$ cat config.mk
export PLATFORM = sky130hd
export DESIGN_NAME = dnet_top
export DESIGN_NICKNAME = d
export VERILOG_FILES = /design/src/rtl/dnet_pkg.sv /design/src/rtl/dnet_switch.sv /design/src/rtl/dnet_stage.sv /design/src/rtl/dnet_capture.sv /design/src/rtl/dnet_top.sv
export SDC_FILE = /design/constraint.sdc
export NUM_CORES = 1
export LEC_CHECK = 0
export ABC_AREA = 1
export ABC_CLOCK_PERIOD_IN_PS = 800
export BUFFER_PORTS_ARGS = -buffer_cell sky130_fd_sc_hd__buf_2
export CORE_MARGIN = 5
export CORE_UTILIZATION = 30
export DETAILED_ROUTE_END_ITERATION = 6
export GPL_ROUTABILITY_DRIVEN = 0
export SKIP_CTS_REPAIR_TIMING = 1
export SLEW_MARGIN = 20
export SYNTH_ARGS = -nofsm -noshare
export SYNTH_HDL_FRONTEND = slang
export SYNTH_SLANG_ARGS = --single-unit
$ cat constraint.sdc
create_clock -name clk -period 0.8 [get_ports clk]
set_clock_uncertainty 0.2 [all_clocks]
set_input_delay 0.04 -clock clk [delete_from_list [all_inputs] [get_ports clk]]
set_output_delay 0.04 -clock clk [all_outputs]
set_load 0.05 [all_outputs]
$ cat src/rtl/dnet_pkg.sv
package dnet_pkg;

    // Driver chosen for one switch output in the current cycle
    typedef enum logic [1:0] {
        LANE_IDLE  = 2'd0,
        LANE_UPPER = 2'd1,
        LANE_LOWER = 2'd2
    } lane_src_e;

    // Perfect shuffle of 2^lg lines: rotate the line number left by one bit
    function automatic int dnet_shuffle(input int idx, input int lg);
        int mask;
        mask = (1 << lg) - 1;
        return ((idx << 1) | (idx >> (lg - 1))) & mask;
    endfunction

endpackage

$ cat src/rtl/dnet_switch.sv
module dnet_switch
    import dnet_pkg::*;
#(
    parameter int ADDR_W = 3,
    parameter int INFO_W = 8,
    parameter int SEL    = 0
) (
    input  logic [1:0]             in_req,
    input  logic [1:0][ADDR_W-1:0] in_dst,
    input  logic [1:0][INFO_W-1:0] in_info,
    output logic [1:0]             in_busy,
    output logic [1:0]             out_req,
    output logic [1:0][ADDR_W-1:0] out_dst,
    output logic [1:0][INFO_W-1:0] out_info,
    input  logic [1:0]             out_busy
);

    logic want_u;
    logic want_l;
    logic clash;
    logic take_l;

    always_comb begin
        want_u = in_dst[0][SEL];
        want_l = in_dst[1][SEL];
        clash  = in_req[0] & in_req[1] & (want_u == want_l);
        take_l = in_req[1] & ~clash;
    end

    // Busy goes back to an input if it lost here or its chosen output is blocked further on
    always_comb begin
        in_busy[0] = in_req[0] & out_busy[want_u];
        in_busy[1] = in_req[1] & (clash | out_busy[want_l]);
    end

    for (genvar p = 0; p < 2; p++) begin : g_port
        localparam logic PB = 1'(p);
        lane_src_e lane;

        always_comb begin
            if (in_req[0] && (want_u == PB)) begin
                lane = LANE_UPPER;
            end else if (take_l && (want_l == PB)) begin
                lane = LANE_LOWER;
            end else begin
                lane = LANE_IDLE;
            end
        end

        always_comb begin
            unique case (lane)
                LANE_UPPER: begin
                    out_req[p]  = 1'b1;
                    out_dst[p]  = in_dst[0];
                    out_info[p] = in_info[0];
                end
                LANE_LOWER: begin
                    out_req[p]  = 1'b1;
                    out_dst[p]  = in_dst[1];
                    out_info[p] = in_info[1];
                end
                default: begin
                    out_req[p]  = 1'b0;
                    out_dst[p]  = '0;
                    out_info[p] = '0;
                end
            endcase
        end
    end

endmodule

$ cat src/rtl/dnet_stage.sv
module dnet_stage
    import dnet_pkg::*;
#(
    parameter  int ADDR_W = 3,
    parameter  int INFO_W = 8,
    parameter  int STAGE  = 0,
    localparam int PORTS  = 1 << ADDR_W
) (
    input  logic [PORTS-1:0]             up_req,
    input  logic [PORTS-1:0][ADDR_W-1:0] up_dst,
    input  logic [PORTS-1:0][INFO_W-1:0] up_info,
    output logic [PORTS-1:0]             up_busy,
    output logic [PORTS-1:0]             dn_req,
    output logic [PORTS-1:0][ADDR_W-1:0] dn_dst,
    output logic [PORTS-1:0][INFO_W-1:0] dn_info,
    input  logic [PORTS-1:0]             dn_busy
);

    localparam int SWITCHES = PORTS / 2;
    localparam int SEL_BIT  = ADDR_W - 1 - STAGE;

    logic [PORTS-1:0]             sh_req;
    logic [PORTS-1:0][ADDR_W-1:0] sh_dst;
    logic [PORTS-1:0][INFO_W-1:0] sh_info;
    logic [PORTS-1:0]             sh_busy;

    // Passive shuffle links ahead of the switch column
    for (genvar i = 0; i < PORTS; i++) begin : g_link
        localparam int TO = dnet_shuffle(i, ADDR_W);
        assign sh_req[TO]  = up_req[i];
        assign sh_dst[TO]  = up_dst[i];
        assign sh_info[TO] = up_info[i];
        assign up_busy[i]  = sh_busy[TO];
    end

    for (genvar s = 0; s < SWITCHES; s++) begin : g_sw
        dnet_switch #(
            .ADDR_W (ADDR_W),
            .INFO_W (INFO_W),
            .SEL    (SEL_BIT)
        ) u_switch (
            .in_req   (sh_req[2*s +: 2]),
            .in_dst   (sh_dst[2*s +: 2]),
            .in_info  (sh_info[2*s +: 2]),
            .in_busy  (sh_busy[2*s +: 2]),
            .out_req  (dn_req[2*s +: 2]),
            .out_dst  (dn_dst[2*s +: 2]),
            .out_info (dn_info[2*s +: 2]),
            .out_busy (dn_busy[2*s +: 2])
        );
    end

endmodule

$ cat src/rtl/dnet_capture.sv
module dnet_capture #(
    parameter  int ADDR_W = 3,
    parameter  int INFO_W = 8,
    localparam int PORTS  = 1 << ADDR_W
) (
    input  logic                         clk,
    input  logic                         rst_n,
    input  logic [PORTS-1:0]             end_req,
    input  logic [PORTS-1:0][INFO_W-1:0] end_info,
    input  logic [PORTS-1:0]             busy_d,
    output logic [PORTS-1:0]             busy_q,
    output logic [PORTS-1:0]             valid_q,
    output logic [PORTS-1:0][INFO_W-1:0] info_q
);

    logic [PORTS-1:0][INFO_W-1:0] info_d;

    always_comb begin
        for (int d = 0; d < PORTS; d++) begin
            info_d[d] = end_req[d] ? end_info[d] : '0;
        end
    end

    always_ff @(posedge clk or negedge rst_n) begin
        if (!rst_n) begin
            busy_q  <= '0;
            valid_q <= '0;
            info_q  <= '0;
        end else begin
            busy_q  <= busy_d;
            valid_q <= end_req;
            info_q  <= info_d;
        end
    end

endmodule

$ cat src/rtl/dnet_top.sv
module dnet_top #(
    parameter  int ADDR_W = 3,
    parameter  int INFO_W = 8,
    localparam int PORTS  = 1 << ADDR_W
) (
    input  logic                      clk,
    input  logic                      rst_n,
    input  logic [PORTS-1:0]          src_req,
    input  logic [PORTS*ADDR_W-1:0]   src_dst,
    input  logic [PORTS*INFO_W-1:0]   src_info,
    output logic [PORTS-1:0]          src_busy,
    output logic [PORTS-1:0]          dst_valid,
    output logic [PORTS*INFO_W-1:0]   dst_info
);

    // Line bundles between stages; index k feeds stage k
    logic [PORTS-1:0]             c_req  [ADDR_W+1];
    logic [PORTS-1:0][ADDR_W-1:0] c_dst  [ADDR_W+1];
    logic [PORTS-1:0][INFO_W-1:0] c_info [ADDR_W+1];
    logic [PORTS-1:0]             c_busy [ADDR_W+1];

    logic [PORTS-1:0][INFO_W-1:0] info_q;

    assign c_req[0]       = src_req;
    assign c_dst[0]       = src_dst;
    assign c_info[0]      = src_info;
    assign c_busy[ADDR_W] = '0;

    for (genvar k = 0; k < ADDR_W; k++) begin : g_stage
        dnet_stage #(
            .ADDR_W (ADDR_W),
            .INFO_W (INFO_W),
            .STAGE  (k)
        ) u_stage (
            .up_req  (c_req[k]),
            .up_dst  (c_dst[k]),
            .up_info (c_info[k]),
            .up_busy (c_busy[k]),
            .dn_req  (c_req[k+1]),
            .dn_dst  (c_dst[k+1]),
            .dn_info (c_info[k+1]),
            .dn_busy (c_busy[k+1])
        );
    end

    dnet_capture #(
        .ADDR_W (ADDR_W),
        .INFO_W (INFO_W)
    ) u_capture (
        .clk      (clk),
        .rst_n    (rst_n),
        .end_req  (c_req[ADDR_W]),
        .end_info (c_info[ADDR_W]),
        .busy_d   (c_busy[0]),
        .busy_q   (src_busy),
        .valid_q  (dst_valid),
        .info_q   (info_q)
    );

    assign dst_info = info_q;

endmodule

==> results_dict.tcl, run 1 <==
set metrics [dict create \
    status "finished, violations left" \
    failed_checks "negative hold slack, negative setup slack" \
    dpl_worst_slack_ps -1160 \
    async_reset_ff_share_pct 100 \
    num_rows 48 \
    clock.fmax_ghz 0.640 \
    drc_errors 0 \
    initial_utilization_pct 30.4 \
    rsz0062_at_grt "yes" \
    setup_violations 157 \
    die_w_um 142 \
    synth_most_common_cell "inv_1" \
    synth.top_cells.by_count "inv_1, o22ai_1, dfrtp_1, nand2_1, a22o_1" \
    synth_cell_types 36 \
    fillers 1429 \
    drt_iter0_markers 367 \
    synth-seq-area-share_pct 37.9 \
    grt_pass1_wl_mm 30.0 \
    first_global_vias 5926 \
    start_kind "input pin" \
    dp_cells 1160 \
    diodes 0 \
    cts-root-buf "clkbuf_16" \
    synth_largest_area_cell "dfrtp_1" \
    synth_area_leaders "dfrtp_1, o22ai_1, inv_1" \
    p_seq_share_pct 29.2 \
    cellPowerDensity_nw_per_um2 1470 \
    hold_violations 20 \
    dieHeight_um 142 \
    layout_min_cycle_time_ps 1560 \
    yosys_warnings 0 \
    netlist_instances 669 \
    cts_tree "built" \
    cp_max_fo 8 \
    area_growth_pct 94.3 \
    h-tree-depth 3 \
    netlist_area_um2 5220 \
    p_leak_nw 4.64 \
    switchingPower_mw 5.45 \
    grtUsageTotal_pct 19.1 \
    postRouteAntennaNets 0 \
    grt_max_degree 55 \
    switching_share_pct 36.4 \
    coreArea_um2 17200 \
    drt_pass1_iterations 5 \
    fin_nets 1082 \
    overflow 0 \
    layout-drive-gt1-share_pct 69.7 \
    worst_slack_ps -762 \
    routed_wl_mm 22.6 \
    fin_cells 1214 \
    slew_violations 0 \
    cts.sinks 79 \
    ys.flop_type "dfrtp_1" \
    port_buffers 176 \
    synth_nets 767 \
    period_share_pct 195 \
    critPathRequiredTime_ps 840 \
    clkTransAtPathRegs_ps 70 \
    vias 6318 \
    path_class "input pin to register" \
    cp.arrival_ps 1600 \
    synth_edf_count 0 \
    cts_made_buffers 9 \
    whs_ps -230 \
    wire_per_inst_um 18.6 \
    drv_cap 0 \
    ys_ff_latch 79 \
    p_int_mw 9.50 \
    io_pins 178 \
    fp.dieArea_um2 20100 \
    clockBufferDepth 2 \
    power_frac_comb_pct 41.2 \
    clkPwrFrac_pct 29.7 \
    drt-vias-per-instance 5.20 \
    dp_hpwl_mm 16.8 \
    min-delay-path-class "input pin to register" \
    crit_path_end_kind "register" \
    grt_antenna_before_repair 1 \
    synth_area_per_cell_um2 7.80 \
    ir_worst_vdd_v 0.00104 \
    netlist.area_leader.share_pct 37.9 \
]
## per-layer routing
metal | wire [µm] | part of all wire (%) | global-route usage, % | vias up
met3 | 1340 | 5.9 | 3.84 | 78
met2 | 11400 | 51 | 32.8 | 262
met1 | 8690 | 39 | 23.3 | 3017
met5 | 20 | 0.089 | 0 | -
met4 | 1100 | 4.9 | 8.08 | 2
li1 | - | - | - | 2959
## power by group through the flow
stage	Clock, mW	Sequential, mW	Combinational, mW
3_5_place_dp	0	4.38	4.28
6_report	4.43	4.36	6.15
4_1_cts	4.53	4.31	4.29
5_1_grt	4.66	4.38	6.46
2_1_floorplan	0	5.19	1.81
3_3_place_gp	0	4.38	4.25
## path summary, 6_finish.rpt
check	startpoint	to	depth (start not counted)
max in group asynchronous	rst_n	u_capture.info_q[57]	3
worst max-delay path	src_dst[11]	u_capture.info_q[10]	11
worst min-delay path	src_req[5]	u_capture.busy_q[5]	4
min in group asynchronous	rst_n	u_capture.busy_q[2]	3
## state kept, by name (all words and copies together) (netlist names)
signal             cells
u_capture.busy_q       7
u_capture.valid_q      8
u_capture.info_q      64
## cells by family after synthesis
| kind of cell | count (synthesis) | synth area share, % |
|---|---|---|
| other | 1 | 0.0719 |
| AND/OR/NAND/NOR | 147 | 14.3 |
| flip-flops | 79 | 37.9 |
| AO/OA/AOI/OAI | 232 | 31.7 |
| buffers and inverters | 210 | 16.0 |
## stage by stage
step	cell area, µm²	utilization (%)	setup TNS (ps)	power (mW)
3_3_place_gp	7450	43.4	-78670	8.63
6_report	10100	59.0	-72950	14.9
3_5_place_dp	7450	43.4	-81730	8.66
5_1_grt	10100	59.0	-79000	15.5
2_1_floorplan	5590	-	-53230	6.99
4_1_cts	7770	45.2	-83240	13.1
## layout make-up
cell class,count,area [µm²],area share (%)
clock buffer,9,225,2.22
clock inverter,7,97.6,0.963
inverter,195,828,8.17
multi-input combinational,385,3820,37.7
sequential,79,2070,20.5
timing repair buffer,314,2810,27.7
tap,225,282,2.78
## worst max-delay path, stage by stage
cell      delay [ps]
buf_12           110
o211ai_4         260
o21bai_4         140
nor2_4           150
nand3_2           80
nand2_2          100
inv_2             60
buf_4            130
nor2_2           120
inv_2            130
o22ai_1          260
## cell usage in the layout (no fill, tap or decap), drive strengths merged
master / n
nand4: 4
o22ai: 134
inv: 192
dfrtp: 79
o211ai: 7
nand3b: 2
clkbuf: 12
a22oi: 1
a31oi: 1
a22o: 66
a211oi: 4
bufinv: 2
o21bai: 1
a21oi: 6
conb: 1
clkinvlp: 5
buf: 310
dlygate4sd3: 1
clkinv: 3
nand3: 31
nor2: 22
nor3b: 1
nand2: 92
o21ai: 12
Power figures use the tool's default switching activity.
==> run 2: changes to the inputs <==
- ABC_AREA: 1 -> 0
- CORE_ASPECT_RATIO: unset -> 2
==> run 2 against run 1 <==
  * Combinational power down 17%
  * Flip-flop and latch count unchanged
  * The run still ends with negative hold slack, negative setup slack left
  * Sequential power about the same
  * Via count down 7.6%
  * Critical path depth down 2
  * Power down 8.6%
  * Clock-buffer cell count unchanged
  * Setup slack worse by 170 ps
==> results_dict.tcl, run 2 <==
set metrics [dict create \
    status "finished, violations left" \
    failed_checks "negative hold slack, negative setup slack" \
    synth_largest_area_cell "dfrtp_1" \
    synth.top_cells.by_count "dfrtp_1, o22ai_1, a22oi_1, o22a_1, nand2_1" \
    die_w_um 100 \
    async_reset_ff_share_pct 100 \
    grt_antenna_before_repair 1 \
    cellPowerDensity_nw_per_um2 1540 \
    critPathRequiredTime_ps 880 \
    hold_violations 7 \
    yosys_warnings 0 \
    netlist_instances 496 \
    drt_pass1_iterations 4 \
    min_from "src_req[6]" \
    cp_num_buf_inv 2 \
    clock.fmax_ghz 0.579 \
    dp_hpwl_mm 18.2 \
    crit_family "compound AO/OA/AOI/OAI gates" \
    p_leak_nw 3.71 \
    cp.arrival_ps 1810 \
    drt_iter0_markers 306 \
    clkTransAtPathRegs_ps 70 \
    start_kind "input pin" \
    setup_violations 157 \
    netlist.area_leader.share_pct 40.3 \
    final_common_cell "buf_6" \
    slew_headroom_pct 67.2 \
    synth-seq-area-share_pct 40.3 \
    clockBufferDepth 2 \
    postRouteAntennaNets 0 \
    overflow 0 \
    fin_nets 874 \
    h-tree-depth 3 \
    first_global_vias 5884 \
    netlist_area_um2 4900 \
    ys_ff_latch 79 \
    drc_errors 0 \
    slew_violations 0 \
    layout-drive-gt1-share_pct 68.5 \
    grt_max_degree 42 \
    layout_min_cycle_time_ps 1730 \
    slowest_stage "mux2_4" \
    port_buffers 176 \
    io_pins 178 \
    cts-root-buf "clkbuf_16" \
    ir_worst_vdd_v 0.00109 \
    largest_register "u_capture.info_q" \
    cts.sinks 79 \
    synth_nets 594 \
    drv_cap 0 \
    worst_pin_slew_ps 486 \
    cts_tree "built" \
    ys.flop_type "dfrtp_1" \
    period_share_pct 216 \
    setup_tns_ps -87610 \
    largestRegisters "u_capture.info_q (64), u_capture.valid_q (8), u_capture.busy_q (7)" \
    synth_area_per_cell_um2 9.89 \
    vias 5836 \
    drt-vias-per-instance 5.92 \
    finalCoreUtilization_pct 54.7 \
    num_rows 66 \
    grt_pass1_wl_mm 32.5 \
    coreArea_um2 16200 \
    initial_utilization_pct 30.3 \
    grtUsageTotal_pct 22.5 \
    synth_area_leaders "dfrtp_1, a22oi_1, o22a_1" \
    largest_reg_flops 64 \
    hold_path_end "u_capture.busy_q[6]" \
    synth_most_common_cell "dfrtp_1" \
    max_stage_delay_ps 340 \
    synth_cell_types 67 \
    area_growth_pct 80.6 \
    routed_wl_mm 23.0 \
    dieHeight_um 191 \
    fp.dieArea_um2 19200 \
    path_class "input pin to register" \
    synth_edf_count 0 \
    worst_slack_ps -928 \
    holdPathStages 2 \
    cts_made_buffers 9 \
    wire_per_inst_um 23.3 \
    whs_ps -240 \
    min-delay-path-class "input pin to register" \
    rsz0062_at_grt "yes" \
    cp_max_fo 7 \
    crit_chain "buf_8 > buf_6 > nand2b_4 > a31oi_4 > mux2_4 > xor2_2 > a211o_1 > o22ai_2 > o311a_1" \
    layout_common_cells "buf_6, buf_4, buf_2" \
    crit_path_end_kind "register" \
]
[run 2: routing by layer]
metal,vias to the layer above,global-route usage [%],part of all wire (%)
met5,-,0,0
met4,0,16.3,8.0
met3,104,3.52,5.0
met2,320,42.8,56
met1,2838,20.9,31
li1,2574,-,-
[run 2: final cells by class]
class,count,area (µm²)
fillers,1416,7330
multi-input cells,373,3540
repair buffers,305,2660
flip-flops and latches,79,2070
well taps,204,255
clock buffers,9,225
clock inverters,7,77.6
inverters,8,32.5
diodes,1,2.50
[run 2: stage by stage]
step / setup WS (ps) / cell area (µm²) / std cells / power, mW
4_1_cts: -1080 / 7260 / 957 / 12.6
3_3_place_gp: -1420 / 6960 / 941 / 8.30
6_report: -928 / 8850 / 986 / 13.7
3_5_place_dp: -1440 / 6960 / 941 / 8.35
5_1_grt: -980 / 8850 / 986 / 14.1
2_1_floorplan: -1270 / 5260 / 496 / 6.78
[run 2: power by group]
group          switching (mW)  internal [mW]  leakage, nW
Clock                    1.77           2.46        0.153
Combinational            2.94           2.15         2.59
Sequential              0.123           4.23        0.965
[run 2: cell families after synthesis]
logic type | Yosys count | share of synthesized area [%]
AO/OA/AOI/OAI | 249 | 38.8
AND/OR/NAND/NOR | 104 | 12.4
flip-flops | 79 | 40.3
buffers and inverters | 46 | 4.44
multiplexers | 10 | 2.55
XOR/XNOR | 7 | 1.40
other | 1 | 0.0765
[run 2: how the worst max path moves through the flow]
stage | end | from | depth (start not counted)
after floorplan | u_capture.info_q[32] | src_dst[2] | 9
after CTS | u_capture.busy_q[3] | src_dst[2] | 9
after global routing | u_capture.busy_q[5] | src_dst[2] | 9
after detailed placement | u_capture.busy_q[3] | src_dst[2] | 9
final | u_capture.busy_q[5] | src_dst[2] | 9
after global placement | u_capture.busy_q[3] | src_dst[2] | 9
==> run 3: changes to the inputs <==
- CELL_PAD_IN_SITES_DETAIL_PLACEMENT: unset -> 1
- CELL_PAD_IN_SITES_GLOBAL_PLACEMENT: unset -> 1
- PLACE_DENSITY_LB_ADDON: unset -> 0.1
==> run 3 against run 2 <==
  * The flow still finishes with violations (negative hold slack, negative setup slack)
  * Sequential share of layout area down 0.35 points
  * Clock-buffer cell count unchanged
  * Cell count up 0.41%
  * Clock power down 7.8%
  * Cell area up 1.5%
  * Hold slack better by 92 ps
  * Global-route usage up 1.8 points
  * Critical path depth unchanged
  * First-iteration DRC count up 23%
  * Largest cell class unchanged
==> results_dict.tcl, run 3 (synthesized netlist as in run 2, its figures left out) <==
set metrics [dict create \
    drc_errors 0 \
    overflow 0 \
    max_stage_delay_ps 350 \
    largest_reg_flops 64 \
    crit_path_end_kind "register" \
    dpl_worst_slack_ps -1420 \
    initial_utilization_pct 30.3 \
    cts.sinks 79 \
    finalCoreUtilization_pct 55.5 \
    clkTransAtPathRegs_ps 60 \
    cellPowerDensity_nw_per_um2 1510 \
    ir_worst_vdd_v 0.00105 \
    largestRegisters "u_capture.info_q (64), u_capture.valid_q (8), u_capture.busy_q (7)" \
    largest_register "u_capture.info_q" \
    slew_violations 0 \
    setup_violations 158 \
    failed_checks "negative hold slack, negative setup slack" \
    wire_per_inst_um 26.1 \
    coreArea_um2 16200 \
    area_growth_pct 83.3 \
    fin_nets 879 \
    fillers 1732 \
    min-delay-path-class "input pin to register" \
    layout_common_cells "buf_6, buf_4, buf_2" \
    clock.fmax_ghz 0.543 \
    seqCellArea_um2 2070 \
    cp_max_fo 8 \
    slowest_stage "mux2_4" \
    fin_total_pwr_mw 13.6 \
    layout-drive-gt1-share_pct 70.2 \
    port_buffers 176 \
    multi_input_area_um2 3670 \
    drt_pass1_iterations 5 \
    die_w_um 100 \
    whs_ps -148 \
    start_kind "input pin" \
    place_area_um2 6990 \
    clockBufferDepth 2 \
    routed_wl_mm 25.8 \
    first_global_vias 6311 \
    path_common_cell "buf_4" \
    rsz0062_at_grt "yes" \
    postRouteAntennaNets 0 \
    drt-vias-per-instance 5.97 \
    worst_slack_ps -1040 \
    final_common_cell "buf_6" \
    hold_violations 17 \
    dieHeight_um 191 \
    io_pins 178 \
    design_area_um2 8990 \
    diodes 0 \
    grt_antenna_before_repair 0 \
    crit_chain "buf_4 > and3b_2 > a31oi_4 > mux2_4 > xor2_2 > a211o_1 > buf_4 > nand3_4 > o22ai_2" \
    vias 5913 \
    path_class "input pin to register" \
    status "finished, violations left" \
    cts_made_buffers 9 \
    cts_tree "built" \
    layout_min_cycle_time_ps 1840 \
    grtUsageTotal_pct 24.3 \
    grt_max_degree 52 \
    cts-root-buf "clkbuf_16" \
    num_rows 66 \
    fp.dieArea_um2 19200 \
    h-tree-depth 3 \
    critPathRequiredTime_ps 830 \
    drt_iter0_markers 375 \
    dp_hpwl_mm 20.1 \
    period_share_pct 230 \
    cp.arrival_ps 1870 \
    grt_pass1_wl_mm 35.1 \
    drv_cap 0 \
    p_leak_nw 3.74 \
]
[run 3: per-stage QoR]
stage / std cells / hold WS [ps] / TNS (ps)
finish: 990 / -148 / -87090
CTS: 963 / -549 / -95700
global route: 990 / -129 / -91370
floorplan: 496 / -456 / -72100
global placement: 947 / -177 / -91090
detailed placement: 947 / -176 / -93780
[run 3: area by class of cell]
class / count / area share [%]
Clock buffer: 9 / 2.51
Inverter: 8 / 0.334
Clock inverter: 7 / 0.612
Tap cell: 204 / 2.84
Timing Repair Buffer: 311 / 29.9
Sequential cell: 79 / 23.0
Multi-Input combinational cell: 372 / 40.8
[run 3: path summary, 6_finish.rpt]
check                            start                    to  depth (start not counted)
min in group asynchronous        rst_n   u_capture.busy_q[7]                          3
max in group asynchronous        rst_n   u_capture.info_q[0]                          3
worst min-delay path       src_dst[17]   u_capture.busy_q[5]                          3
worst max-delay path        src_dst[4]  u_capture.info_q[21]                          9
[run 3: where the power goes]
| group | internal [mW] | leakage [nW] | total, mW | switching [mW] |
|---|---|---|---|---|
| Sequential | 4.23 | 0.965 | 4.33 | 0.107 |
| Clock | 2.13 | 0.133 | 3.90 | 1.77 |
| Combinational | 2.21 | 2.65 | 5.33 | 3.12 |
[run 3: routing by layer]
layer | up-vias | track usage, % | routed length (µm)
met5 | - | 0 | 0
met4 | 0 | 15.6 | 1850
met3 | 101 | 4.47 | 1480
met2 | 301 | 46.1 | 14300
met1 | 2931 | 23.2 | 8190
li1 | 2580 | - | -
[run 3: critical path: cells and delay by family]
kind,cells,cell delay (ps)
buffers and inverters,2,290
AOI/OAI and AO/OA,3,640
muxes,1,350
and+or+nand+nor,2,390
xor gates and xnor gates,1,160
